File: src/rtl/pgctr_pkg.sv
package pgctr_pkg;

    localparam int WORD_BYTE_W   = 8;
    localparam int PAGE_SEL_W    = 3;
    localparam int MAX_CODE      = 4;

    // Kind of update applied to the address register in one cycle
    typedef enum logic [1:0] {
        UPD_HOLD   = 2'd0,
        UPD_LOAD   = 2'd1,
        UPD_PAGE   = 2'd2,
        UPD_LINEAR = 2'd3
    } upd_e;

    // Raw load request as delivered by the protocol engine
    typedef struct packed {
        logic [PAGE_SEL_W-1:0]  page;
        logic [WORD_BYTE_W-1:0] word;
    } load_req_t;

    // Address width for a density code (0 = 1 Kbit ... 4 = 16 Kbit)
    function automatic int addr_width(input int code);
        return 7 + code;
    endfunction

    // Number of in-page offset bits for a density code
    function automatic int offset_width(input int code);
        return (code < 2) ? 3 : 4;
    endfunction

endpackage

File: src/rtl/pgctr_arb.sv
module pgctr_arb
    import pgctr_pkg::*;
(
    input  logic load_en,
    input  logic wr_step,
    input  logic rd_step,
    output upd_e kind
);
    always_comb begin
        if (load_en)      kind = UPD_LOAD;
        else if (wr_step) kind = UPD_PAGE;
        else if (rd_step) kind = UPD_LINEAR;
        else              kind = UPD_HOLD;
    end
endmodule

File: src/rtl/pgctr_merge.sv
module pgctr_merge
    import pgctr_pkg::*;
#(
    parameter int AW = 11
) (
    input  load_req_t         req,
    output logic [AW-1:0]     value
);
    localparam int FULL_W = PAGE_SEL_W + WORD_BYTE_W;

    logic [FULL_W-1:0] full;

    assign full = {req.page, req.word};

    generate
        if (AW <= FULL_W) begin : g_trunc
            assign value = full[AW-1:0];
        end else begin : g_extend
            assign value = {{(AW-FULL_W){1'b0}}, full};
        end
    endgenerate
endmodule

File: src/rtl/pgctr_next.sv
module pgctr_next #(
    parameter int AW = 11,
    parameter int OW = 4
) (
    input  logic [AW-1:0] cur,
    output logic [AW-1:0] page_next,
    output logic [AW-1:0] lin_next
);
    logic [OW-1:0] off_inc;

    assign off_inc  = cur[OW-1:0] + 1'b1;
    assign lin_next = cur + 1'b1;

    generate
        if (OW < AW) begin : g_paged
            assign page_next = {cur[AW-1:OW], off_inc};
        end else begin : g_flat
            assign page_next = off_inc;
        end
    endgenerate
endmodule

File: src/rtl/page_addr_counter.sv
module page_addr_counter
    import pgctr_pkg::*;
#(
    parameter int DENSITY_CODE = 4,
    localparam int AW = addr_width(DENSITY_CODE),
    localparam int OW = offset_width(DENSITY_CODE)
) (
    input  logic                   clk,
    input  logic                   rst,
    input  logic                   load_en,
    input  logic [PAGE_SEL_W-1:0]  page_sel,
    input  logic [WORD_BYTE_W-1:0] word_byte,
    input  logic                   wr_step,
    input  logic                   rd_step,
    output logic [AW-1:0]          cur_addr
);
    upd_e          kind;
    load_req_t     req;
    logic [AW-1:0] load_val;
    logic [AW-1:0] page_nx;
    logic [AW-1:0] lin_nx;
    logic [AW-1:0] addr_d;
    logic [AW-1:0] addr_q;

    assign req.page = page_sel;
    assign req.word = word_byte;

    pgctr_arb u_arb (
        .load_en (load_en),
        .wr_step (wr_step),
        .rd_step (rd_step),
        .kind    (kind)
    );

    pgctr_merge #(.AW(AW)) u_merge (
        .req   (req),
        .value (load_val)
    );

    pgctr_next #(.AW(AW), .OW(OW)) u_next (
        .cur       (addr_q),
        .page_next (page_nx),
        .lin_next  (lin_nx)
    );

    always_comb begin
        unique case (kind)
            UPD_LOAD:   addr_d = load_val;
            UPD_PAGE:   addr_d = page_nx;
            UPD_LINEAR: addr_d = lin_nx;
            default:    addr_d = addr_q;
        endcase
    end

    always_ff @(posedge clk) begin
        if (rst) addr_q <= '0;
        else     addr_q <= addr_d;
    end

    assign cur_addr = addr_q;


    reset_zero_chk: assert property (@(posedge clk)
        rst |=> (cur_addr == '0));


    page_row_kept_chk: assert property (@(posedge clk) disable iff (rst)
        (wr_step && !load_en) |=> (cur_addr[AW-1:OW] == $past(cur_addr[AW-1:OW])));


    page_wrap_chk: assert property (@(posedge clk) disable iff (rst)
        (wr_step && !load_en && (&cur_addr[OW-1:0])) |=> (cur_addr[OW-1:0] == '0));


    linear_step_chk: assert property (@(posedge clk) disable iff (rst)
        (rd_step && !wr_step && !load_en) |=> (cur_addr == AW'($past(cur_addr) + 1'b1)));


    array_wrap_chk: assert property (@(posedge clk) disable iff (rst)
        (rd_step && !wr_step && !load_en && (&cur_addr)) |=> (cur_addr == '0));


    idle_hold_chk: assert property (@(posedge clk) disable iff (rst)
        (!load_en && !wr_step && !rd_step) |=> $stable(cur_addr));


    load_low_chk: assert property (@(posedge clk) disable iff (rst)
        load_en |=> (cur_addr[OW-1:0] == $past(word_byte[OW-1:0])));
endmodule

File: config.mk
export PLATFORM = sky130hd
export DESIGN_NAME = page_addr_counter
export DESIGN_NICKNAME = d
export VERILOG_FILES = /design/src/rtl/pgctr_pkg.sv /design/src/rtl/pgctr_arb.sv /design/src/rtl/pgctr_merge.sv /design/src/rtl/pgctr_next.sv /design/src/rtl/page_addr_counter.sv
export SDC_FILE = /design/constraint.sdc
export NUM_CORES = 1
export LEC_CHECK = 0
export ABC_AREA = 1
export BUFFER_PORTS_ARGS = -buffer_cell sky130_fd_sc_hd__buf_2
export CORE_MARGIN = 2
export CORE_UTILIZATION = 43
export DETAILED_ROUTE_END_ITERATION = 8
export PLACE_DENSITY = 0.81
export SYNTH_ARGS = -nofsm -noshare
export SYNTH_HDL_FRONTEND = slang
export SYNTH_SLANG_ARGS = --single-unit
export TNS_END_PERCENT = 100
File: constraint.sdc
create_clock -name clk -period 1.23 [get_ports clk]
set_clock_uncertainty 0.05 [all_clocks]
set_input_delay 0.123 -clock clk [delete_from_list [all_inputs] [get_ports clk]]
set_output_delay 0.123 -clock clk [all_outputs]
set_load 0.01 [all_outputs]
Word level (Yosys, flattened, before mapping)
Cells that the tools add are included.
{"block": "totals", "wordCells": 15, "n_memories": 0, "input_bits": 16, "latchBits": 0, "ff_bits": 11, "mem_bits_rw": 0, "out_inout_bits": 11, "romBits": 0}
{"block": "classes", "div_mod_pow": 0, "n_reduce_logical": 3, "magnitude_cmp": 0, "mul": 0, "add_sub_neg": 2, "n_eq_ne": 3, "n_mux": 4, "n_shift": 0, "n_bitwise": 1}
{"op": "11-bit one-hot mux with 3 select lines", "count": 1}
{"op": "11-bit by 1-bit adder with 11-bit output, second input constant", "count": 1}
{"op": "2-bit 2-to-1 mux", "count": 3}
{"op": "4-bit by 1-bit adder with 4-bit output, second input constant", "count": 1}
{"op": "2-bit == test, second input constant", "count": 2}
{"op": "3-bit nonzero test", "count": 1}
{"op": "2-bit by 1-bit == test with 1-bit output, second input constant", "count": 1}
{"op": "2-bit AND reduction", "count": 1}
{"op": "2-bit nonzero test", "count": 1}
{"op": "1-bit inverter", "count": 1}

Logic depth before layout (Yosys ltp)
Gate-level depths: netlist of run 1.
{"block": "depth", "word_depth": 6, "depth_mapped": 8, "depth_no_buf": 7}

Hierarchy
A second synthesis of run 1 with hierarchy kept.
{"block": "hier_totals", "hier_cells": 186, "hier_area_um2": 1084.8}
{"module": "page_addr_counter", "cells_per_inst": 110, "n_inst": 1, "area_each_um2": 661.9}
{"module": "pgctr_next", "cells_per_inst": 59, "n_inst": 1, "area_each_um2": 317.8}
{"module": "pgctr_merge", "cells_per_inst": 11, "n_inst": 1, "area_each_um2": 82.6}
{"module": "pgctr_arb", "cells_per_inst": 6, "n_inst": 1, "area_each_um2": 22.5}

Worst setup path after synthesis of run 1
Ideal clock, no wire load.
{"block": "synth_path", "kind": "reg-to-reg", "start": "register addr_q[0], in the netlist cur_addr[0]", "end": "register addr_q[2], in the netlist cur_addr[2]", "period_less_slack_ps": 1224, "required_time_ps": 1071, "slack_ps": 6, "path_stages_with_launch": 7, "setup_ps": 109, "arrival_time_ps": 1065, "path_buffers": 0, "path_cell_list": "dfxtp_1 ha_1 or2_2 nand3_1 nand3_1 nand2_1 inv_1"}
{"block": "synth_via", "elab_chain_cells": 2}
{"item": "start, declared", "line_no": "page_addr_counter.sv:23", "source": "logic [AW-1:0] addr_q;"}
{"item": "start signal, assigned", "line_no": "page_addr_counter.sv:57", "source": "else addr_q <= addr_d;"}
{"item": "11-bit by 1-bit adder with 11-bit output or 4-bit by 1-bit adder with 4-bit output (tied branches)", "line_no": "pgctr_next.sv:12, pgctr_next.sv:11"}
{"item": "11-bit one-hot mux with 3 select lines (*)", "line_no": "page_addr_counter.sv:47", "source": "unique case (kind)"}
Every way passes the cells marked *; elsewhere a longest branch is shown, timed or not.
A chain may end at the register's enable or synchronous reset.

Final worst setup path of run 1
{"block": "layout_path", "start": "register addr_q[1], in the netlist cur_addr[1]", "end": "register addr_q[2], in the netlist cur_addr[2]"}
The elaborated chain is that of the path after synthesis.

==> impl_metrics.tcl, run 1 <==
set metrics [dict create \
    setup-violations-final 0 \
    hold_viol 0 \
    clk_latency_ns 0.28 \
    area_growth_pct 39.4 \
    synth_area_um2 768 \
    num_antenna_cells 0 \
    hpwlAfterDp_mm 1.52 \
    cts.repair.resized 0 \
    yosysUniqueCellTypes 21 \
    outcome "complete, no violations" \
    cellInternalPower_uw 624 \
    drc 0 \
    coreArea_mm2 0.00171 \
    required_ns 1.36 \
    setup_ws_ns 0.0634 \
    syn_area_per_cell_um2 6.57 \
    drv_cap 0 \
    yosysSeqAreaShare 0.287 \
    cts_tree "done" \
    crit_arrival_ns 1.30 \
    power.share.switching 0.342 \
    power_leakage_nw 0.504 \
    maxSlewHeadroom 0.762 \
    hold_path.class "in2reg" \
    grt_overflow_total 0 \
    start_kind "flip-flop" \
    cts_root_buf "clkbuf_4" \
    grt_max_degree 9 \
    total_power_uw 950 \
    cts_buffers 3 \
    post-place-ws_ns 0.0328 \
    track_usage 0.211 \
    clockBufferDepth 2 \
    maxSlewViolCount 0 \
    drt_iter0_markers 35 \
    routed_wl_mm 2.22 \
    grt_first_pass_wirelength_mm 3.25 \
    syn_nets 134 \
    yosys.area.top_type "dfxtp_1" \
    clkPwrFrac 0.282 \
    layout-drive-gt1-share 0.399 \
    yosys-top-cells-area "dfxtp_1, nand2_1, nand3_1, a21oi_1, nor2_1" \
    initial_core_util 0.450 \
    final_nets 171 \
    cts_sinks 11 \
    critical_path_class "reg2reg" \
    portBuffers 26 \
    postCtsHoldBufs 0 \
    die_w_um 46.3 \
    placement_rows 15 \
    max_freq_mhz 857 \
    fill_cells 160 \
    irDropWorstVdd_mv 0.457 \
    cp_max_fo 3 \
    drt_pass1_iterations 4 \
    dieArea_mm2 0.00214 \
    rsz0062_at_grt "yes" \
    power_density_mw_per_mm2 887 \
    ys_warn_count 0 \
    ys_seq_elements 11 \
    largest_reg_flops 11 \
    htreeDepth 1 \
    synth_top_area_share 0.287 \
    period_needed_ns 1.17 \
    vias 942 \
    grt_pass1_vias 781 \
    netlist_instances 117 \
    ios 27 \
    seq_power_share 0.439 \
    cts_setup_buffers 0 \
    fin_crit_sh 0.948 \
    switching_power_uw 325 \
    antenna_found_initial 0 \
    gp_congestion 0.854 \
    fp.dieH_um 46.3 \
    via_per_inst 5.29 \
    wl_per_cell_um 12.5 \
    ant_nets 0 \
    end_kind "flip-flop" \
    worst-slew-pin-transition_ns 0.356 \
    p_comb_frac 0.279 \
    clkTransAtPathRegs_ns 0.08 \
]
-- layout make-up --
| cell class | instances | area [um2] | share of cell area |
|---|---|---|---|
| clock buffers | 4 | 26.3 | 0.0245 |
| inverters | 15 | 56.3 | 0.0526 |
| repair buffers | 33 | 186 | 0.174 |
| well taps | 25 | 31.3 | 0.0292 |
| flip-flops and latches | 11 | 226 | 0.211 |
| multi-input cells | 90 | 544 | 0.508 |
-- synth_stat cells --
cell	number
dfxtp_1	11
nand2_1	27
nand3_2	2
a21oi_1	11
inv_1	11
o211ai_1	1
nand3_1	15
o21bai_1	3
o21ai_1	5
or2_2	1
buf_4	1
nor3_4	1
nor2_4	2
nor2_1	14
nor2_2	1
inv_2	4
nor2_8	1
nand4_1	3
nand2_2	1
ha_1	1
o21ai_4	1
-- path summary, 6_finish.rpt --
kind	cells past startpoint	to	slack (ns)	startpoint
min	2	cur_addr[3]	0.01	rst
max	6	cur_addr[2]	0.06	cur_addr[1]
max reg2reg	6	cur_addr[2]	0.06	cur_addr[1]
min reg2reg	2	cur_addr[8]	0.52	cur_addr[8]
-- layer usage --
metal	global-route usage	part of all wire	vias up	wire [um]
met5	0	0	-	0
met4	0.0914	0.026	0	57
met3	0.0275	0.059	7	131
met2	0.344	0.50	39	1110
met1	0.276	0.41	436	917
li1	-	-	460	-
-- cell families (layout without fill, tap and decap cells) --
family                     after synthesis  count (layout)  share of synthesized area
adders and majority gates                1               1                     0.0163
and+or+nand+nor                         68              68                      0.450
DFF                                     11              11                      0.287
buffers and inverters                   16              52                     0.0831
AOI/OAI and AO/OA                       21              21                      0.164
-- critical path, stage by stage (launching register included) --
cell and delay (ns):
dfxtp_4 0.36, ha_4 0.17, or2_2 0.28, nand3_2 0.07
nand3_2 0.05, nand2_1 0.05, inv_1 0.03
-- cell usage in the layout (no fill, tap or decap), types with 2 or more instances in the layout --
| master | count |
|---|---|
| nand2_1 | 27 |
| clkbuf_4 | 3 |
| dfxtp_2 | 2 |
| nor2_4 | 3 |
| dfxtp_1 | 8 |
| nand4_1 | 3 |
| nand3_1 | 11 |
| nor2_1 | 13 |
| inv_1 | 11 |
| a21oi_2 | 2 |
| buf_2 | 26 |
| inv_2 | 4 |
| o21bai_1 | 3 |
| buf_4 | 6 |
| nand3_2 | 5 |
| a21oi_1 | 9 |
| o21ai_1 | 5 |
-- power by group through the flow --
stage	Clock, mW	Sequential, mW	Combinational [mW]
2_1_floorplan	0	0.435	0.118
3_3_place_gp	0	0.414	0.238
3_5_place_dp	0	0.416	0.244
4_1_cts	0.259	0.408	0.246
5_1_grt	0.280	0.420	0.291
6_report	0.267	0.417	0.265
-- stage by stage --
| step | hold slack, ns | instances | cell area, um2 | utilization | setup TNS, ns |
|---|---|---|---|---|---|
| after floorplan | 0.142 | 117 | 768 | - | 0 |
| after CTS | 0.0247 | 178 | 1000 | 0.586 | 0 |
| after global routing | 0.0429 | 178 | 1070 | 0.627 | -0.0285 |
| final | 0.0127 | 178 | 1070 | 0.627 | 0 |
| after detailed placement | 0.311 | 174 | 975 | 0.571 | 0 |
| after global placement | 0.300 | 174 | 975 | 0.571 | 0 |
Power figures use the tool's default switching activity.
==> run 2: changes to the inputs <==
- CORE_MARGIN: 2 -> 3
==> run 2 against run 1 <==
Net effect: sequential power barely moved; hold slack worse by 0.0045 ns; highest routed layer unchanged; via count grew 0.64%; global-route usage is 0.29 points higher; register-to-register slack got worse by 0.02 ns; largest cell class unchanged; first-iteration DRC count rose by 23%; utilization is 3.3 points higher; combinational power down 3%; die area is 8.8% higher; count of clock-buffer cells in the layout unchanged.
==> impl_metrics.tcl, run 2 (synthesis results as in run 1) <==
set metrics [dict create \
    cts_root_buf "clkbuf_4" \
    irDropWorstVdd_mv 0.532 \
    drv_cap 0 \
    hold_path.class "in2reg" \
    antenna_found_initial 0 \
    num_antenna_cells 0 \
    critical_path_class "reg2reg" \
    initial_core_util 0.482 \
    maxSlewHeadroom 0.772 \
    cts_sinks 11 \
    required_ns 1.40 \
    layout_commonest_cell "nand2_1" \
    cts_tree "done" \
    total_power_uw 937 \
    period_needed_ns 1.19 \
    track_usage 0.214 \
    grt_max_degree 10 \
    crit_chain "ha_4, nand3_4, nor2_4, buf_4, nand4_1, a21oi_1" \
    grt_pass1_vias 829 \
    postCtsHoldBufs 0 \
    fin_crit_sh 0.967 \
    setup-violations-final 0 \
    wl_per_cell_um 12.7 \
    ant_nets 0 \
    rsz0062_at_grt "yes" \
    cp_slowest_cell "dfxtp_2" \
    dpl_cell_area_um2 966 \
    cp_slowest_stage_delay_ns 0.36 \
    post-place-ws_ns 0.0428 \
    area_growth_pct 37.0 \
    fp.dieH_um 48.3 \
    cp_max_fo 5 \
    final_core_utilization 0.660 \
    gp_congestion 0.836 \
    clockBufferDepth 2 \
    dieArea_mm2 0.00233 \
    outcome "complete, no violations" \
    max_freq_mhz 841 \
    clk_latency_ns 0.28 \
    drt_pass1_iterations 4 \
    final_cell_mix "nand2_1, buf_2, nand3_1" \
    final_nets 171 \
    vias 948 \
    die_w_um 48.3 \
    power_density_mw_per_mm2 890 \
    setup_ws_ns 0.0409 \
    clkTransAtPathRegs_ns 0.08 \
    maxSlewViolCount 0 \
    crit_arrival_ns 1.36 \
    routed_wl_mm 2.25 \
    power_leakage_nw 0.498 \
    ios 27 \
    layout-drive-gt1-share 0.379 \
    end_kind "flip-flop" \
    largest_reg_flops 11 \
    worst-slew-pin-transition_ns 0.342 \
    drc 0 \
    hpwlAfterDp_mm 1.57 \
    post-route-cell-area_mm2 0.00105 \
    cts_buffers 3 \
    fill_cells 135 \
    via_per_inst 5.36 \
    placement_rows 14 \
    portBuffers 26 \
    whs_ns 0.00820 \
    start_kind "flip-flop" \
    hold_viol 0 \
    coreArea_mm2 0.00159 \
    drt_iter0_markers 43 \
    htreeDepth 1 \
    grt_overflow_total 0 \
    grt_first_pass_wirelength_mm 3.50 \
]
==> run 2: cell counts in the layout (fill, tap and decap cells not counted) <==
No cell type changed its count.
==> run 2: power by group <==
part,internal [mW],total (mW),switching (mW)
clock,0.126,0.264,0.138
sequential,0.385,0.416,0.0306
combinational,0.108,0.257,0.148
total,0.620,0.937,0.317
==> run 2: stage by stage <==
stage | cells | setup TNS, ns
floorplan | 117 | 0
global placement | 172 | 0
detailed placement | 172 | 0
CTS | 176 | 0
global route | 177 | -0.0840
finish | 177 | 0
==> run 2: final timing paths <==
kind	from	end	slack, ns	cells past startpoint
setup / recovery	cur_addr[1]	cur_addr[8]	0.04	6
hold / removal	rst	cur_addr[3]	0.008	2
setup reg to reg	cur_addr[1]	cur_addr[8]	0.04	6
hold reg to reg	cur_addr[8]	cur_addr[8]	0.49	2
==> run 2: layout make-up <==
class / instances / area, um2 / share of cell area
Tap cell: 24 / 30.0 / 0.0285
Clock buffer: 4 / 26.3 / 0.0250
Timing Repair Buffer: 33 / 183 / 0.174
Inverter: 15 / 56.3 / 0.0535
Multi-Input combinational cell: 90 / 533 / 0.507
Sequential cell: 11 / 224 / 0.213
==> run 2: repair_timing <==
item / 4_1_cts / 5_1_grt
gates resized for setup: 0 / 13
endpoints found under the setup margin: 0 / 8
setup buffers: 0 / 1
==> run 2: worst max-delay path, delay by kind of cell, from the launching register on <==
kind            cells  cell delay, ns
buf+inv             1            0.12
simple gates        3            0.32
compound gates      1            0.12
flops               1            0.36
fa+ha+maj           1            0.16
==> run 2: per-layer routing <==
| metal | GRT usage | vias to the layer above | wire [um] |
|---|---|---|---|
| li1 | - | 458 | - |
| met1 | 0.273 | 433 | 942 |
| met2 | 0.341 | 48 | 1080 |
| met3 | 0.0332 | 9 | 159 |
| met4 | 0.118 | 0 | 66 |
| met5 | 0 | - | 0 |
